`src/rtl/ringtrk_pkg.sv`:
```
package ringtrk_pkg;

  typedef enum logic [2:0] {
    CFG_BASE_LO = 3'd0,
    CFG_BASE_HI = 3'd1,
    CFG_GEOM    = 3'd2,
    CFG_EVENT   = 3'd3,
    CFG_ORDER   = 3'd4
  } cfg_sel_e;

  // byte shift for an element-size code; the reserved code clamps to 256 bytes
  function automatic logic [3:0] esz_shift(input logic [2:0] code);
    return (code == 3'd7) ? 4'd8 : ({1'b0, code} + 4'd2);
  endfunction

endpackage

```
`src/rtl/ringtrk_occ.sv`:
```
module ringtrk_occ #(
  parameter int W  = 21,
  parameter int DW = 10
) (
  input  logic                 clk,
  input  logic                 rst_n,
  input  logic                 clr,
  input  logic signed [DW-1:0] delta,
  output logic [W-1:0]         occ,
  output logic                 bad
);
  localparam int SW = W + 2;

  logic signed [SW-1:0] sum;
  logic [W-1:0]         nxt;

  always_comb begin
    sum = $signed({2'b00, occ}) + $signed({{(SW-DW){delta[DW-1]}}, delta});
    nxt = sum[W-1:0];
    bad = 1'b0;
    if (sum < 0) begin
      nxt = '0;
      bad = 1'b1;
    end else if (sum > $signed({2'b00, {W{1'b1}}})) begin
      nxt = '1;
      bad = 1'b1;
    end
  end

  always_ff @(posedge clk or negedge rst_n) begin
    if (!rst_n)   occ <= '0;
    else if (clr) occ <= '0;
    else          occ <= nxt;
  end

  AST_OCC_IDLE_HOLD: assert property (@(posedge clk) disable iff (!rst_n)
    (!clr && delta == '0) |=> $stable(occ));

endmodule

```
`src/rtl/ringtrk_idx.sv`:
```
module ringtrk_idx #(
  parameter int W = 20
) (
  input  logic         clk,
  input  logic         rst_n,
  input  logic         clr,
  input  logic         adv,
  input  logic [W-1:0] size,
  output logic [W-1:0] idx
);
  logic [W-1:0] inc;

  assign inc = idx + 1'b1;

  always_ff @(posedge clk or negedge rst_n) begin
    if (!rst_n)   idx <= '0;
    else if (clr) idx <= '0;
    else if (adv) idx <= (inc == size) ? '0 : inc;
  end

  AST_IDX_IN_RANGE: assert property (@(posedge clk) disable iff (!rst_n)
    (size != '0) |-> (idx < size));

endmodule

```
`src/rtl/ringtrk_agen.sv`:
```
module ringtrk_agen #(
  parameter int AW = 48,
  parameter int IW = 20
) (
  input  logic [AW-1:0] base,
  input  logic [IW-1:0] idx,
  input  logic [2:0]    code,
  output logic [AW-1:0] addr
);
  import ringtrk_pkg::*;

  logic [AW-1:0] off;

  assign off  = {{(AW-IW){1'b0}}, idx} << esz_shift(code);
  assign addr = base + off;

endmodule

```
`src/rtl/ringtrk_ring.sv`:
```
module ringtrk_ring #(
  parameter int AW    = 48,
  parameter int IDX_W = 20,
  parameter int OCC_W = 21,
  parameter int DB_W  = 8
) (
  input  logic             clk,
  input  logic             rst_n,
  input  logic             cfg_hit,
  input  logic [2:0]       cfg_sel,
  input  logic [31:0]      cfg_wdata,
  input  logic             db_hit,
  input  logic [DB_W-1:0]  db_delta,
  input  logic             cmp_hit,
  input  logic             ret_hit,
  output logic [AW-1:0]    base,
  output logic [2:0]       esz,
  output logic [15:0]      evnum,
  output logic [3:0]       oid,
  output logic             oid_rep,
  output logic [OCC_W-1:0] sw_occ,
  output logic [OCC_W-1:0] hw_occ,
  output logic [IDX_W-1:0] sw_idx,
  output logic [IDX_W-1:0] hw_idx,
  output logic             err
);
  import ringtrk_pkg::*;

  localparam int HI_W = AW - 32;
  localparam int DW   = DB_W + 2;

  cfg_sel_e          sel;
  logic              geom_wr;
  logic [IDX_W-1:0]  size;
  logic signed [DW-1:0] sw_d, hw_d;
  logic              sw_bad, hw_bad;

  assign sel     = cfg_sel_e'(cfg_sel);
  assign geom_wr = cfg_hit && (sel == CFG_GEOM);

  always_comb begin
    sw_d = db_hit ? DW'($signed(db_delta)) : '0;
    if (cmp_hit) sw_d = sw_d - DW'(1);
    hw_d = '0;
    if (cmp_hit) hw_d = hw_d + DW'(1);
    if (ret_hit) hw_d = hw_d - DW'(1);
  end

  always_ff @(posedge clk or negedge rst_n) begin
    if (!rst_n) begin
      base    <= '0;
      size    <= '0;
      esz     <= '0;
      evnum   <= 16'hFFFF;
      oid     <= '0;
      oid_rep <= 1'b0;
    end else if (cfg_hit) begin
      case (sel)
        CFG_BASE_LO: base[31:0]  <= cfg_wdata;
        CFG_BASE_HI: base[AW-1:32] <= cfg_wdata[HI_W-1:0];
        CFG_GEOM: begin
          size <= cfg_wdata[IDX_W-1:0];
          esz  <= cfg_wdata[30:28];
        end
        CFG_EVENT:   evnum <= cfg_wdata[15:0];
        CFG_ORDER: begin
          oid     <= cfg_wdata[3:0];
          oid_rep <= cfg_wdata[4];
        end
        default: ;
      endcase
    end
  end

  always_ff @(posedge clk or negedge rst_n) begin
    if (!rst_n)        err <= 1'b0;
    else if (!geom_wr) err <= err | sw_bad | hw_bad;
  end

  ringtrk_occ #(.W(OCC_W), .DW(DW)) u_sw_occ (
    .clk(clk), .rst_n(rst_n), .clr(geom_wr), .delta(sw_d), .occ(sw_occ), .bad(sw_bad));
  ringtrk_occ #(.W(OCC_W), .DW(DW)) u_hw_occ (
    .clk(clk), .rst_n(rst_n), .clr(geom_wr), .delta(hw_d), .occ(hw_occ), .bad(hw_bad));
  ringtrk_idx #(.W(IDX_W)) u_sw_idx (
    .clk(clk), .rst_n(rst_n), .clr(geom_wr), .adv(ret_hit), .size(size), .idx(sw_idx));
  ringtrk_idx #(.W(IDX_W)) u_hw_idx (
    .clk(clk), .rst_n(rst_n), .clr(geom_wr), .adv(cmp_hit), .size(size), .idx(hw_idx));

  AST_ERR_STICKY: assert property (@(posedge clk) disable iff (!rst_n)
    err |=> err);
  AST_GEOM_CLEARS: assert property (@(posedge clk) disable iff (!rst_n)
    geom_wr |=> (sw_occ == '0 && hw_occ == '0 && sw_idx == '0 && hw_idx == '0));

endmodule

```
`src/rtl/ring_tracker.sv`:
```
module ring_tracker #(
  parameter int NRING = 4,
  parameter int AW    = 48,
  parameter int IDX_W = 20,
  parameter int OCC_W = 21,
  parameter int DB_W  = 8,
  localparam int RW   = (NRING > 1) ? $clog2(NRING) : 1
) (
  input  logic             clk,
  input  logic             rst_n,
  input  logic             cfg_we,
  input  logic [RW-1:0]    cfg_ring,
  input  logic [2:0]       cfg_sel,
  input  logic [31:0]      cfg_wdata,
  input  logic             db_valid,
  output logic             db_ready,
  input  logic [RW-1:0]    db_ring,
  input  logic [DB_W-1:0]  db_delta,
  input  logic             cmp_valid,
  output logic             cmp_ready,
  input  logic [RW-1:0]    cmp_ring,
  input  logic [3:0]       cmp_oid,
  output logic             rsp_valid,
  input  logic             rsp_ready,
  output logic [RW-1:0]    rsp_ring,
  output logic [AW-1:0]    rsp_addr,
  output logic [3:0]       rsp_oid,
  output logic [15:0]      rsp_event,
  input  logic             ret_valid,
  input  logic [RW-1:0]    ret_ring,
  input  logic [RW-1:0]    look_ring,
  output logic [OCC_W-1:0] look_sw_occ,
  output logic [OCC_W-1:0] look_hw_occ,
  output logic [IDX_W-1:0] look_sw_idx,
  output logic [IDX_W-1:0] look_hw_idx,
  output logic [AW-1:0]    look_sw_addr,
  output logic [NRING-1:0] err
);
  logic [AW-1:0]    base_a   [NRING];
  logic [2:0]       esz_a    [NRING];
  logic [15:0]      ev_a     [NRING];
  logic [3:0]       oid_a    [NRING];
  logic [NRING-1:0] rep_a;
  logic [OCC_W-1:0] swocc_a  [NRING];
  logic [OCC_W-1:0] hwocc_a  [NRING];
  logic [IDX_W-1:0] swidx_a  [NRING];
  logic [IDX_W-1:0] hwidx_a  [NRING];

  logic          cmp_fire;
  logic [AW-1:0] cmp_addr;

  assign db_ready  = 1'b1;
  assign cmp_ready = !rsp_valid || rsp_ready;
  assign cmp_fire  = cmp_valid && cmp_ready;

  for (genvar g = 0; g < NRING; g++) begin : g_ring
    ringtrk_ring #(.AW(AW), .IDX_W(IDX_W), .OCC_W(OCC_W), .DB_W(DB_W)) u_ring (
      .clk      (clk),
      .rst_n    (rst_n),
      .cfg_hit  (cfg_we && cfg_ring == RW'(g)),
      .cfg_sel  (cfg_sel),
      .cfg_wdata(cfg_wdata),
      .db_hit   (db_valid && db_ring == RW'(g)),
      .db_delta (db_delta),
      .cmp_hit  (cmp_fire && cmp_ring == RW'(g)),
      .ret_hit  (ret_valid && ret_ring == RW'(g)),
      .base     (base_a[g]),
      .esz      (esz_a[g]),
      .evnum    (ev_a[g]),
      .oid      (oid_a[g]),
      .oid_rep  (rep_a[g]),
      .sw_occ   (swocc_a[g]),
      .hw_occ   (hwocc_a[g]),
      .sw_idx   (swidx_a[g]),
      .hw_idx   (hwidx_a[g]),
      .err      (err[g])
    );
  end

  ringtrk_agen #(.AW(AW), .IW(IDX_W)) u_agen_cmp (
    .base(base_a[cmp_ring]), .idx(hwidx_a[cmp_ring]), .code(esz_a[cmp_ring]), .addr(cmp_addr));
  ringtrk_agen #(.AW(AW), .IW(IDX_W)) u_agen_look (
    .base(base_a[look_ring]), .idx(swidx_a[look_ring]), .code(esz_a[look_ring]), .addr(look_sw_addr));

  assign look_sw_occ = swocc_a[look_ring];
  assign look_hw_occ = hwocc_a[look_ring];
  assign look_sw_idx = swidx_a[look_ring];
  assign look_hw_idx = hwidx_a[look_ring];

  always_ff @(posedge clk or negedge rst_n) begin
    if (!rst_n) begin
      rsp_valid <= 1'b0;
      rsp_ring  <= '0;
      rsp_addr  <= '0;
      rsp_oid   <= '0;
      rsp_event <= '0;
    end else if (cmp_fire) begin
      rsp_valid <= 1'b1;
      rsp_ring  <= cmp_ring;
      rsp_addr  <= cmp_addr;
      rsp_oid   <= rep_a[cmp_ring] ? oid_a[cmp_ring] : cmp_oid;
      rsp_event <= ev_a[cmp_ring];
    end else if (rsp_ready) begin
      rsp_valid <= 1'b0;
    end
  end

  AST_RSP_HOLD: assert property (@(posedge clk) disable iff (!rst_n)
    (rsp_valid && !rsp_ready) |=> (rsp_valid && $stable(rsp_addr) && $stable(rsp_oid)
                                   && $stable(rsp_event) && $stable(rsp_ring)));
  AST_DB_NO_STALL: assert property (@(posedge clk) disable iff (!rst_n)
    db_valid |-> db_ready);

endmodule

```
`config.mk`:
```
export PLATFORM = sky130hd
export DESIGN_NAME = ring_tracker
export DESIGN_NICKNAME = d
export VERILOG_FILES = /design/src/rtl/ringtrk_pkg.sv /design/src/rtl/ringtrk_occ.sv /design/src/rtl/ringtrk_idx.sv /design/src/rtl/ringtrk_agen.sv /design/src/rtl/ringtrk_ring.sv /design/src/rtl/ring_tracker.sv
export SDC_FILE = /design/constraint.sdc
export NUM_CORES = 2
export LEC_CHECK = 0
export BUFFER_PORTS_ARGS = -buffer_cell sky130_fd_sc_hd__buf_2
export CAP_MARGIN = 10
export CORE_AREA = 5 5 448 362
export CTS_CLUSTER_DIAMETER = 150
export DETAILED_ROUTE_END_ITERATION = 10
export DIE_AREA = 0 0 453 367
export GPL_TIMING_DRIVEN = 0
export SLEW_MARGIN = 40
export SYNTH_ARGS = -nofsm -noshare
export SYNTH_HDL_FRONTEND = slang
export SYNTH_SLANG_ARGS = --single-unit
```
`constraint.sdc`:
```
create_clock -name clk -period 10.8 [get_ports clk]
set_clock_uncertainty 0.1 [all_clocks]
set_input_delay 2.16 -clock clk [delete_from_list [all_inputs] [get_ports clk]]
set_output_delay 2.16 -clock clk [all_outputs]
set_load 0.005 [all_outputs]
```
== After elaboration in Yosys (flattened, before gate mapping) ==
Index checks and enable logic that the tools add are counted.
Operators by class
  mux-type cells: 120
  add/sub/neg operators: 28
  bitwise operators: 10
  order comparisons: 19
  multiply operators: 0
  equal/unequal tests: 26
  divide/modulo/power cells: 0
  reductions and logical operators: 57
  shifts and indexed selects: 2
Operators by type and width (count)
  20-bit two-way mux: 30
  21-bit two-way mux: 28
  48-bit binary-select mux with 2-bit select: 2
  48-bit two-way mux: 4
  22-bit by 10-bit adder with 23-bit output: 8
  23-bit by 22-bit > comparator with 1-bit output, second input constant: 8
  23-bit by 1-bit < comparator with 1-bit output, second input constant: 8
  20-bit by 1-bit adder with 20-bit output, second input constant: 8
  20-bit == test: 8
  20-bit binary-select mux with 2-bit select: 3
  10-bit two-way mux: 12
  48-bit adder: 2
  20-bit by 4-bit left shift with 48-bit output: 2
  21-bit binary-select mux with 2-bit select: 2
  2-bit AND reduction: 20
  10-bit by 2-bit subtractor with 10-bit output, second input constant: 4
  16-bit binary-select mux with 2-bit select: 1
  16-bit two-way mux: 2
  1-bit two-way mux: 23
  1-bit logical AND: 21
  4-bit two-way mux: 5
  2-bit nonzero test: 9
  2-bit == test, second input constant: 8
  3-bit binary-select mux with 2-bit select: 2
  17 further kinds: 42
Word-level totals
  bits in latches: 0
  ROM bits: 0
  flip-flop bits (word level): 771
  memories: 0
  word-level logic and storage cells: 315
  output and inout bits: 207
  memory bits (writable): 0
  input bits: 64

== Logic depth before layout (Yosys ltp) ==
  word-level depth: 12
  mapped depth: 24
  gate-level depth less buffers: 20

== By module ==
A second synthesis with hierarchy kept.
Unflattened totals
  cell total of the unflattened synthesis: 5983
  area, all modules: 62690.1 sq um
By module, submodules not included
  ringtrk_idx: times used 8, cells each 247, seq. area each 500.5 sq um, area each 2165.8 sq um
  ringtrk_ring: times used 4, cells each 241, seq. area each 2347.3 sq um, area each 3741.1 sq um
  ring_tracker: times used 1, cells each 460, seq. area each 1776.7 sq um, area each 8210.4 sq um
  ringtrk_occ (g_ring[0].u_ring.u_hw_occ ...): times used 4, cells each 208, seq. area each 525.5 sq um, area each 1963.1 sq um
  ringtrk_occ (g_ring[2].u_ring.u_sw_occ ...): times used 2, cells each 208, seq. area each 525.5 sq um, area each 1975.6 sq um
  ringtrk_agen (u_agen_cmp): times used 1, cells each 453, seq. area each 0.0 sq um, area each 3181.8 sq um
  ringtrk_agen (u_agen_look): times used 1, cells each 436, seq. area each 0.0 sq um, area each 3079.2 sq um
  ringtrk_occ (g_ring[2].u_ring.u_hw_occ): times used 1, cells each 229, seq. area each 525.5 sq um, area each 2102.0 sq um
  ringtrk_occ (g_ring[3].u_ring.u_sw_occ): times used 1, cells each 217, seq. area each 525.5 sq um, area each 2021.9 sq um

== Worst setup path after synthesis ==
Ideal clock, no wire load.
  path type: input to output
  from: in look_ring[1]
  to: out look_sw_addr[44]
  setup slack: 1265 ps
  data required time: 8540 ps
  path buffers: 6
  stages on the path: 19
  data arrival time: 7275 ps
  path through: clkbuf_1 -> clkbuf_1 -> buf_1 -> clkbuf_1 -> clkbuf_1 -> buf_1 -> mux4_2 -> ha_1 -> fa_1 -> a211oi_1 -> o21bai_1 -> a211oi_1 -> o21ai_0 -> a31oi_1 -> o311ai_0 -> a21oi_1 -> nand2b_1 -> nand2b_1 -> xnor2_1
On the way
  word-level cells in the longest chain between the ends: 8
  elaborated cells on any way between the ends: 15
  classes of those cells: 2 x add/sub; 1 x eq/ne; 1 x shift; 10 x mux; 1 x bitwise
Ends and longest elaborated chain
  start: declaration: RTL line ring_tracker.sv:31  | input logic [RW-1:0] look_ring,
  2-bit inverter with 3-bit output (implied by the code) (*): RTL line ring_tracker.sv:83  | .base(base_a[look_ring]), .idx(swidx_a[look_ring]), .code(esz_a[look_ring]), .addr(look_sw_addr));
  3-bit binary-select mux with 2-bit select: RTL line ring_tracker.sv:83
  3-bit two-way mux (implied by the code) (2 in a row): RTL line ring_tracker.sv:83
  3-bit by 2-bit adder with 4-bit output or 3-bit == test (tied branches): RTL line ringtrk_pkg.sv:13  | return (code == 3'd7) ? 4'd8 : ({1'b0, code} + 4'd2);
  4-bit two-way mux: RTL line ringtrk_pkg.sv:13
  20-bit by 4-bit left shift with 48-bit output: RTL line ringtrk_agen.sv:14  | assign off = {{(AW-IW){1'b0}}, idx} << esz_shift(code);
  48-bit adder (*): RTL line ringtrk_agen.sv:15  | assign addr = base + off;
  end: declaration: RTL line ring_tracker.sv:36  | output logic [AW-1:0] look_sw_addr,
Mark *: on every way between the ends. The rest lies on a longest branch, timed or not. The select of a mux whose other input is x is not followed.

== Final worst setup path ==
  from: in look_ring[0]
  to: out look_sw_addr[42]
Same word-level chain as after synthesis.

==> flow_metrics.tcl <==
set metrics [dict create \
    outcome "finished clean" \
    maxCapViolCount 0 \
    start_util 0.346 \
    synthArstFlopShare 1.00 \
    grt_pass1_wl_mm 300 \
    p_per_area_mw_per_mm2 202 \
    cp.required_ns 8.54 \
    antenna_found_initial 23 \
    cts.sinks 771 \
    drc_errors 0 \
    cts_buffer_depth 3 \
    ios 271 \
    worst_hold_path_type "flip-flop to flip-flop" \
    gr-total-overflow 0 \
    dpl_worst_slack_ns -1.76 \
    first_pass_iters 6 \
    die_y_um 367 \
    dp_cells 8016 \
    startpoint_type "primary input" \
    synthFlopType "dfrtp_1" \
    crit_top_cell "buf_4" \
    rows 131 \
    area_growth_pct 14.4 \
    numPortBuffers 259 \
    clock.fmax_ghz 0.0953 \
    rrSetupSlack_ns 3.35 \
    final_common_cell "dfrtp_1" \
    drt_wl_total_mm 204 \
    r2r_start "rsp_valid" \
    worstHoldStart "rsp_event[8]" \
    avgViaCountPerCell 5.75 \
    layoutNonFillerInstCount 8204 \
    tightest_slew_ns 1.07 \
    critPathMaxStageDelay_ns 0.66 \
    period_minus_slack_ns 10.49 \
    place_hpwl_mm 158 \
    mostFrequentLayoutCells "707 x dfrtp_1, 684 x nand2_1, 425 x a21oi_1" \
    core_mm2 0.158 \
    p_leak_nw 27.6 \
    path_max_fanout 19 \
    die_w_um 453 \
    grt_usage 0.239 \
    design_area_mm2 0.0625 \
    synth-seq-area-share 0.355 \
    arrival_ns 8.23 \
    clk_pin_slew_ns 0.06 \
    cts_tree "done" \
    critPathCaptureType "primary output" \
    min_to "rsp_event[8]" \
    finalCritPeriodShare 0.972 \
    r2r_end "g_ring[2].u_ring.u_hw_occ.occ[18]" \
    ys_warn_count 0 \
    final_layout_size_suffix_gt1_frac 0.196 \
    netlist_area_mm2 0.0546 \
    ys_ff_latch 771 \
    place.gp.congestion 0.997 \
    synth_edf_count 0 \
    dieArea_mm2 0.166 \
    grt_max_degree 112 \
    drt_iter0_markers 4855 \
    crit_slowest_cell "mux4_2" \
    clk_latency_ns 0.74 \
    final_antenna_net_count 0 \
    finalNetCount 6341 \
    syn_inst 5614 \
    worstSetupPathType "primary input to primary output" \
    synth_cell_types 92 \
    path_cells "clkbuf_4 -> buf_4 -> buf_4 -> buf_4 -> buf_2 -> buf_16 -> mux4_2 -> fa_1 -> a211oi_1 -> o21bai_1 -> a211oi_2 -> o21ai_2 -> a31oi_2 -> o311ai_2 -> buf_4 -> a21oi_1 -> nand2b_1 -> nand2b_1 -> xnor2_1 -> buf_2" \
    wl_per_cell_um 24.8 \
    final-hold-violation-count 0 \
    cts_max_level 3 \
    vias 47100 \
    post_dp_cell_area_mm2 0.0591 \
    r2r_cells 23 \
    path_delay_family "buffers and inverters" \
    ir_drop_mv 0.118 \
    finalSetupViolCount 0 \
    drv_slew 0 \
    syn_nets 5972 \
    whs_path_depth 2 \
    holdWs_ns 0.369 \
    cp_num_buf_inv 8 \
    grt_pass1_vias 45300 \
    rsz0062_at_grt "false" \
    setup_slack_ns 0.306 \
    relSlewSlack 0.279 \
    cts-root-buf "clkbuf_16" \
    syn_area_per_cell_um2 9.73 \
    cts_inserted_buffers 93 \
]
sequential cells by signal (all words and copies together) (netlist names):
register                    cells
rsp_ring                        2
g_ring.u_ring.size             80
rsp_event                      16
rsp_addr                       48
g_ring.u_ring.u_hw_occ.occ     84
g_ring.u_ring.oid              16
rsp_oid                         4
g_ring.u_ring.u_hw_idx.idx     80
g_ring.u_ring.u_sw_occ.occ     84
g_ring.u_ring.base            192
rsp_valid                       1
g_ring.u_ring.u_sw_idx.idx     80
g_ring.u_ring.err               4
g_ring.u_ring.evnum            64
g_ring.u_ring.oid_rep           4
g_ring.u_ring.esz              12
through the flow:
stage	TNS [ns]	power (mW)	utilization
after floorplan	0	7.53	-
after global placement	-7339.43	9.09	0.372
after detailed placement	-30.46	9.21	0.375
after CTS	0	12.6	0.395
after global routing	0	13.3	0.396
final	0	12.6	0.396
layer usage:
metal | global-route usage | share of wire
met2 | 0.351 | 0.43
met5 | 0 | 0.00010
met1 | 0.342 | 0.44
met3 | 0.0636 | 0.093
met4 | 0.0744 | 0.035
area by class of cell:
class | instances | area, µm²
fill | 15600 | 95200
antenna | 17 | 42.5
sequential | 771 | 19400
multi-input combinational | 4397 | 33600
clock inverter | 44 | 586
timing repair buffer | 277 | 1690
tap | 2128 | 2660
buffer | 338 | 1470
inverter | 105 | 394
clock buffer | 127 | 2620
tightest hold or removal path, delay by kind of cell (launching register included):
family,cells,cell delay (ns)
simple gates,2,0.10
flops,1,0.33
synth_stat cells (all sizes together), types with 9 or more instances:
| cell | n | area share |
|---|---|---|
| dfrtp | 707 | 0.32 |
| nand2 | 690 | 0.047 |
| a21oi | 426 | 0.039 |
| nor2 | 341 | 0.023 |
| o21ai | 298 | 0.027 |
| xnor2 | 296 | 0.047 |
| ha | 284 | 0.065 |
| mux2 | 280 | 0.058 |
| clkbuf | 229 | 0.016 |
| mux4 | 225 | 0.093 |
| xor2 | 215 | 0.034 |
| mux2i | 149 | 0.027 |
| nand3 | 133 | 0.012 |
| buf | 112 | 0.010 |
| a21o | 107 | 0.015 |
| nor3 | 103 | 0.0094 |
| inv | 102 | 0.0070 |
| dfstp | 64 | 0.031 |
| nand4 | 63 | 0.0075 |
| o31ai | 63 | 0.0087 |
| and3 | 62 | 0.0071 |
| nand2b | 61 | 0.0070 |
| a31oi | 55 | 0.0063 |
| nor2b | 44 | 0.0050 |
| a211oi | 42 | 0.0058 |
| nor4 | 37 | 0.0042 |
| o211ai | 37 | 0.0052 |
| or3 | 37 | 0.0043 |
| o21a | 34 | 0.0047 |
| and2 | 32 | 0.0037 |
| o21bai | 23 | 0.0032 |
| o22ai | 22 | 0.0025 |
| or2 | 22 | 0.0025 |
| and4 | 17 | 0.0027 |
| nand3b | 16 | 0.0022 |
| or4 | 14 | 0.0020 |
| a211o | 13 | 0.0021 |
| o41ai | 13 | 0.0021 |
| nor3b | 11 | 0.0015 |
| fa | 10 | 0.0037 |
| a31o | 9 | 0.0014 |
where the power goes:
| part | internal (mW) | total, mW | switching [mW] | leakage [nW] |
|---|---|---|---|---|
| sequential | 3.65 | 4.37 | 0.724 | 9.68 |
| combinational | 2.19 | 4.90 | 2.71 | 16.4 |
| clock | 1.91 | 3.33 | 1.41 | 1.55 |
| total | 7.75 | 12.6 | 4.85 | 27.6 |
worst max path at each step:
stage	end	from	cells after the start
3_3_place_gp	rsp_event[14]	rst_n	1
3_5_place_dp	look_sw_addr[46]	look_ring[1]	21
2_1_floorplan	look_sw_addr[44]	look_ring[1]	19
6_report	look_sw_addr[42]	look_ring[0]	20
4_1_cts	look_sw_addr[46]	look_ring[1]	21
5_1_grt	look_sw_addr[46]	look_ring[0]	20
timing repair:
action | CTS | global route
resized for setup | 20 | 13
setup endpoints to repair | 34 | 12
pin swaps | 1 | 2
hold buffers | 0 | 0
setup buffers | 1 | 1
cells by family after synthesis:
group / after synthesis / share of synthesized area
buffers and inverters: 446 / 0.0330
and+or+nand+nor: 1702 / 0.146
xor gates and xnor gates: 511 / 0.0819
muxes: 654 / 0.178
adders and majority gates: 294 / 0.0687
AOI/OAI and AO/OA: 1235 / 0.138
DFF: 771 / 0.355
other: 1 / 0.0000686
Power figures use the tool's default switching activity.
